### config.mk
export PLATFORM = sky130hd
export DESIGN_NAME = idlock_top
export DESIGN_NICKNAME = d
export VERILOG_FILES = /design/src/rtl/idlock_pkg.sv /design/src/rtl/idlock_sync.sv /design/src/rtl/idlock_seq.sv /design/src/rtl/idlock_cmp.sv /design/src/rtl/idlock_top.sv
export SDC_FILE = /design/constraint.sdc
export NUM_CORES = 1
export LEC_CHECK = 0
export BUFFER_PORTS_ARGS = -buffer_cell sky130_fd_sc_hd__buf_2
export CAP_MARGIN = 10
export CORE_MARGIN = 1
export CORE_UTILIZATION = 39
export DETAILED_ROUTE_END_ITERATION = 12
export GPL_TIMING_DRIVEN = 0
export HOLD_SLACK_MARGIN = 0.06
export PLACE_DENSITY = 0.54
export SLEW_MARGIN = 15
export SYNTH_ARGS = -nofsm -noshare
export SYNTH_HDL_FRONTEND = slang
export SYNTH_SLANG_ARGS = --single-unit
export TNS_END_PERCENT = 20
### constraint.sdc
create_clock -name clk_i -period 3.4 [get_ports clk_i]
set_input_delay 0.68 -clock clk_i [delete_from_list [all_inputs] [get_ports clk_i]]
set_output_delay 0.68 -clock clk_i [all_outputs]
set_load 0.03 [all_outputs]
### src/rtl/idlock_pkg.sv
package idlock_pkg;
  typedef enum logic [1:0] {
    ST_IDLE  = 2'd0,
    ST_LOAD  = 2'd1,
    ST_SHIFT = 2'd2,
    ST_DONE  = 2'd3
  } idlock_state_e;
endpackage

### src/rtl/idlock_sync.sv
// Multi-flop synchronizer with asynchronous active-low clear.
module idlock_sync #(
  parameter int STAGES = 2
) (
  input  logic clk_i,
  input  logic rst_ni,
  input  logic d_i,
  output logic q_o
);
  logic [STAGES-1:0] pipe_q;
  logic [STAGES-1:0] pipe_d;

  generate
    if (STAGES == 1) begin : g_one
      always_comb pipe_d = d_i;
    end else begin : g_many
      always_comb pipe_d = {pipe_q[STAGES-2:0], d_i};
    end
  endgenerate

  always_ff @(posedge clk_i or negedge rst_ni) begin
    if (!rst_ni) pipe_q <= '0;
    else         pipe_q <= pipe_d;
  end

  assign q_o = pipe_q[STAGES-1];
endmodule

### src/rtl/idlock_seq.sv
// One-shot read sequencer: idle -> load (1 cycle) -> shift (ID_W cycles) -> done.
module idlock_seq
  import idlock_pkg::*;
#(
  parameter int ID_W  = 64,
  parameter int CNT_W = $clog2(ID_W)
) (
  input  logic             clk_i,
  input  logic             rst_ni,
  input  logic             start_i,
  output logic             load_o,
  output logic             shift_o,
  output logic [CNT_W-1:0] idx_o,
  output logic             last_o
);
  idlock_state_e    state_q, state_d;
  logic [CNT_W-1:0] idx_q, idx_d;
  logic             idx_en;

  always_comb begin
    state_d = state_q;
    idx_d   = idx_q;
    idx_en  = 1'b0;
    unique case (state_q)
      ST_IDLE:  if (start_i) state_d = ST_LOAD;
      ST_LOAD: begin
        state_d = ST_SHIFT;
        idx_d   = '0;
        idx_en  = 1'b1;
      end
      ST_SHIFT: begin
        if (idx_q == CNT_W'(ID_W-1)) begin
          state_d = ST_DONE;
        end else begin
          idx_d  = idx_q + 1'b1;
          idx_en = 1'b1;
        end
      end
      ST_DONE:  state_d = ST_DONE;
      default:  state_d = ST_IDLE;
    endcase
  end

  always_ff @(posedge clk_i or negedge rst_ni) begin
    if (!rst_ni) state_q <= ST_IDLE;
    else         state_q <= state_d;
  end

  always_ff @(posedge clk_i or negedge rst_ni) begin
    if (!rst_ni)     idx_q <= '0;
    else if (idx_en) idx_q <= idx_d;
  end

  assign load_o  = (state_q == ST_LOAD);
  assign shift_o = (state_q == ST_SHIFT);
  assign idx_o   = idx_q;
  assign last_o  = shift_o && (idx_q == CNT_W'(ID_W-1));
endmodule

### src/rtl/idlock_cmp.sv
// Bit-serial comparator and low-bit feeder for the truncated identifier port.
module idlock_cmp #(
  parameter int              ID_W   = 64,
  parameter int              PORT_W = 57,
  parameter logic [ID_W-1:0] EXP_ID = '0,
  parameter int              CNT_W  = $clog2(ID_W)
) (
  input  logic             clk_i,
  input  logic             rst_ni,
  input  logic             shift_i,
  input  logic [CNT_W-1:0] idx_i,
  input  logic             dout_i,
  output logic             din_o,
  output logic             miss_o
);
  localparam int LOW_W = ID_W - PORT_W;

  logic [CNT_W-1:0] rev_idx;
  logic [CNT_W-1:0] low_idx;
  logic             exp_bit;
  logic             in_low;
  logic             miss_q, miss_d;

  always_comb begin
    rev_idx = CNT_W'(ID_W-1) - idx_i;
    low_idx = CNT_W'(LOW_W-1) - idx_i;
    exp_bit = EXP_ID[rev_idx];
    in_low  = (idx_i < CNT_W'(LOW_W));
    din_o   = shift_i && in_low && EXP_ID[low_idx];
    miss_d  = miss_q | (shift_i & (dout_i ^ exp_bit));
  end

  always_ff @(posedge clk_i or negedge rst_ni) begin
    if (!rst_ni)      miss_q <= 1'b0;
    else if (shift_i) miss_q <= miss_d;
  end

  // includes the bit being compared this cycle
  assign miss_o = miss_d;
endmodule

### src/rtl/idlock_top.sv
module idlock_top #(
  parameter int              ID_W        = 64,
  parameter int              PORT_W      = 57,
  parameter int              SYNC_STAGES = 2,
  parameter logic [ID_W-1:0] EXP_ID      = 64'hA5C3_1F07_9B2E_6D48
) (
  input  logic clk_i,
  input  logic rst_ni,
  input  logic startup_done_i,
  output logic port_load_o,
  output logic port_shift_o,
  input  logic port_dout_i,
  output logic port_din_o,
  output logic chk_done_o,
  output logic chk_pass_o,
  output logic user_rst_o
);
  localparam int CNT_W = $clog2(ID_W);

  logic             rst_n_int;
  logic             start_sync;
  logic             shift_w;
  logic             last_w;
  logic             miss_w;
  logic [CNT_W-1:0] idx_w;
  logic             done_q, done_d;
  logic             pass_q, pass_d;
  logic             urst_q, urst_d;

  // reset: asserted asynchronously, released through the synchronizer
  idlock_sync #(.STAGES(2)) u_rst_sync (
    .clk_i (clk_i),
    .rst_ni(rst_ni),
    .d_i   (1'b1),
    .q_o   (rst_n_int)
  );

  idlock_sync #(.STAGES(SYNC_STAGES)) u_start_sync (
    .clk_i (clk_i),
    .rst_ni(rst_n_int),
    .d_i   (startup_done_i),
    .q_o   (start_sync)
  );

  idlock_seq #(.ID_W(ID_W), .CNT_W(CNT_W)) u_seq (
    .clk_i  (clk_i),
    .rst_ni (rst_n_int),
    .start_i(start_sync),
    .load_o (port_load_o),
    .shift_o(shift_w),
    .idx_o  (idx_w),
    .last_o (last_w)
  );

  idlock_cmp #(.ID_W(ID_W), .PORT_W(PORT_W), .EXP_ID(EXP_ID), .CNT_W(CNT_W)) u_cmp (
    .clk_i  (clk_i),
    .rst_ni (rst_n_int),
    .shift_i(shift_w),
    .idx_i  (idx_w),
    .dout_i (port_dout_i),
    .din_o  (port_din_o),
    .miss_o (miss_w)
  );

  always_comb begin
    done_d = 1'b1;
    pass_d = ~miss_w;
    urst_d = miss_w;
  end

  // verdict latched once, on the last shift cycle
  always_ff @(posedge clk_i or negedge rst_n_int) begin
    if (!rst_n_int) begin
      done_q <= 1'b0;
      pass_q <= 1'b0;
      urst_q <= 1'b1;
    end else if (last_w) begin
      done_q <= done_d;
      pass_q <= pass_d;
      urst_q <= urst_d;
    end
  end

  assign port_shift_o = shift_w;
  assign chk_done_o   = done_q;
  assign chk_pass_o   = pass_q;
  assign user_rst_o   = urst_q;
endmodule

==> impl_metrics.ini <==
[outcome]
status = finished with violations
failed_checks = design-rule violations

[layout]
antenna_cells_inserted = 0
proportion_of_layout_cells_with_a_drive_suffix_above_1_pct = 21.7
final_core_utilization_pct = 48.0
fin_area_mm2 = 0.00136
fillerInstances = 279
areaGrowthSynthToFinish_pct = 14.1
final_net_count = 167

[critical_path]
largest_fanout_on_the_critical_path = 9
critical_path.max_stage_delay_ps = 500
timing.critical_path.buf_inv = 4
crit_chain = buf_6 > inv_1 > ha_1 > clkbuf_4 > nor3b_1 > o21a_1 > or4_1 > a31oi_1 > a211oi_1 > buf_4
arrival_time_reported_for_the_critical_path_endpoint_ps = 2600
largest_delay_contributor_family_on_the_critical_path = buffers and inverters
worstPathRequired_ps = 2720
sort_of_element_at_the_start_of_the_critical_path = flop
critPathKind = reg2out
setup.reg_to_reg.worst_slack_ps = 910
critical_path.slowest_cell = sky130_fd_sc_hd__or4_1
critPathCaptureType = primary output

[clock_network]
root_buffer = sky130_fd_sc_hd__clkbuf_4
cts-buffers-inserted = 3
cts.clk_slew.worst_paths_ps = 90
postCtsHoldBufs = 0
htree_num_levels = 1
clk-insertion-delay-late_ps = 290
clock-sinks = 16
clockBufferDepth = 2
cts_tree = yes

[place]
dp_hpwl_mm = 1.91
placement.cell_area_mm2 = 0.00127
pre_cts_slack_ps = 377
gp_congestion = 0.859
place.port_buffers = 9

[run]
max-cap-violations = 0

[global_route]
grt_use_total_pct = 16.9
pin_count_of_the_biggest_net_entering_global_routing = 15
grt_first_pass_wirelength_mm = 4.31
initial_antenna_violation_count = 0
grt_pass1_vias = 959
grt_overflow_total = 0

[yosys]
dominant_combinational_cell_family_by_area_after_synthesis = simple AND/OR/NAND/NOR gates
avgSynthCellArea_um2 = 8.88
yosys.area_share.simple_pct = 24.0
portion_of_netlist_area_occupied_by_mux_cells_pct = 2.73
ys_seq_elements = 16
postSynth.topFlopCell = sky130_fd_sc_hd__dfrtp_1
synth_xor_area_share_pct = 3.68
synth-warning-count = 0
fraction_of_the_mapped_netlist_area_in_compound_gates_pct = 18.1
number_of_enable_type_register_cells_in_the_synthesized_netlist = 0
synth.distinct_cells = 40
yosys.area_share.adder_pct = 10.5
cells_after_synth = 134
synthesis.nets = 148
synth_area_mm2 = 0.00119
synth_seq_area_share_pct = 33.8
ys_async_sr_fraction_pct = 100

[routing]
route.vias.total = 1033
detailedRoute.firstPassIterationCount = 8
avgRoutedWirePerCell_um = 14.1
post-route-drc-count = 1
route.antenna.remaining_nets = 0
drtIter0Drc = 44
routed_wirelength_mm = 2.58
routed_via_density = 5.64

[sta]
max_freq_mhz = 305
finalMaxSlewViolations = 0
max_slew.worst_pin.slew_ps = 557
slew-limit-headroom_pct = 62.9
fin_worst_skew_ps = 7.24
setup_ws_ps = 125
hold_violations = 0
post-route-period-util_pct = 96.3
setup_viol_count_final = 0
final_period_minus_worst_setup_slack_ps = 3280

[power_and_ir_drop]
vdd.ir_drop.worst_mv = 0.349
power_density_cells_mw_per_mm2 = 906
power.leakage_uw = 0.000614

[die]
pin_count = 10
y_dimension_of_the_die_um = 57.2
core.rowCount = 19
starting_density_of_the_core_pct = 42.1
core_box_area_mm2 = 0.00283
die_w_um = 57.2
die-area_mm2 = 0.00328

[hold_path]
hold_class = in2async
[kinds of logic after synthesis]
| logic type | after synthesis |
|---|---|
| xor gates and xnor gates | 5 |
| adders and majority gates | 10 |
| DFF | 16 |
| and+or+nand+nor | 49 |
| buffers and inverters | 19 |
| other | 1 |
| muxes | 2 |
| AOI/OAI and AO/OA | 32 |
[per-stage QoR]
step | TNS, ps | hold WS [ps] | cells | power (uW)
detailed placement | 0 | 249 | 174 | 1030
global route | -9.20 | 135 | 183 | 1340
floorplan | 0 | 173 | 134 | 861
finish | 0 | 153 | 183 | 1230
global placement | 0 | 240 | 174 | 1020
CTS | 0 | 149 | 178 | 1150
[timing repair]
action,CTS,global route
endpoints found under the hold margin,0,0
setup endpoints to repair,0,1
gates resized for setup,0,5
buffers inserted,0,5
[state kept, by name (all words and copies together), names as in the netlist]
register and flops:
u_start_sync.pipe_q 2, u_rst_sync.pipe_q 2, u_seq.state_q 2, u_cmp.miss_q 1, chk_done_o 1, chk_pass_o 1, u_seq.idx_o 6, user_rst_o 1
[where the power goes]
group	switching [uW]	internal [uW]
registers	50.6	228
logic	459	367
clock network	59.5	65.2
total	569	661
[path summary, 6_finish.rpt]
kind / cells past startpoint / to / start
min: 1 / u_rst_sync.pipe_q[0] / rst_ni
max: 10 / port_din_o / u_seq.idx_o[0]
max in group asynchronous: 0 / u_seq.idx_o[1] / u_rst_sync.pipe_q[1]
min reg2reg: 0 / u_seq.idx_o[0] / u_rst_sync.pipe_q[1]
max reg2reg: 9 / u_cmp.miss_q / u_seq.idx_o[0]
min in group clk_i: 0 / u_start_sync.pipe_q[1] / u_start_sync.pipe_q[0]
[Yosys cell counts (all sizes together), types with 2 or more instances]
master	n	area (um2)
dfrtp	15	375
inv	12	45.0
ha	10	125
o21ai	9	45.0
a21oi	7	35.0
buf	7	37.5
nand2b	6	37.5
nor3	6	30.0
nand2	5	18.8
nor2b	5	31.3
nand3	4	20.0
nor2	4	15.0
or2	4	25.0
xnor2	4	35.0
a41oi	3	26.3
nand4	3	18.8
nor4	3	18.8
or3	3	18.8
a211oi	2	15.0
a31oi	2	12.5
o211ai	2	15.0
o21a	2	15.0
[cell usage in the layout (no fill, tap or decap), types with 2 or more instances in the layout]
master	instances
sky130_fd_sc_hd__a21oi_1	7
sky130_fd_sc_hd__nand3_1	4
sky130_fd_sc_hd__buf_2	13
sky130_fd_sc_hd__dfrtp_1	14
sky130_fd_sc_hd__nor3_1	6
sky130_fd_sc_hd__o211ai_1	2
sky130_fd_sc_hd__inv_1	12
sky130_fd_sc_hd__nand2b_1	6
sky130_fd_sc_hd__nand2_1	5
sky130_fd_sc_hd__nor2b_1	5
sky130_fd_sc_hd__o21a_1	2
sky130_fd_sc_hd__a211oi_1	2
sky130_fd_sc_hd__nand4_1	3
sky130_fd_sc_hd__or2_2	4
sky130_fd_sc_hd__nor4_1	3
sky130_fd_sc_hd__o21ai_0	7
sky130_fd_sc_hd__clkbuf_4	4
sky130_fd_sc_hd__ha_1	10
sky130_fd_sc_hd__or3_1	3
sky130_fd_sc_hd__o21ai_1	2
sky130_fd_sc_hd__nor2_1	4
sky130_fd_sc_hd__a41oi_1	3
sky130_fd_sc_hd__a31oi_1	2
sky130_fd_sc_hd__buf_4	6
sky130_fd_sc_hd__xnor2_1	4
[area by class of cell]
type                    count  area [um2]  share of cell area, %
plain buffers               7        43.8                   3.23
well taps                  31        38.8                   2.86
flip-flops and latches     16         403                   29.7
clock buffers               4        36.3                   2.67
repair buffers             14        85.1                   6.27
multi-input cells          99         706                   52.0
inverters                  12        45.0                   3.32
[metal layers]
metal  vias to the layer above  wire length [um]  part of all wire (%)  track usage (%)
li1                        511                 -                     -                -
met1                       499              1220                    47             22.4
met2                        21              1250                    48             26.4
met3                         2               110                   4.3             5.44
met4                         0                 7                  0.27             4.88
met5                         -                 0                     0                0
Note: power is estimated with default switching activity, not from simulation.
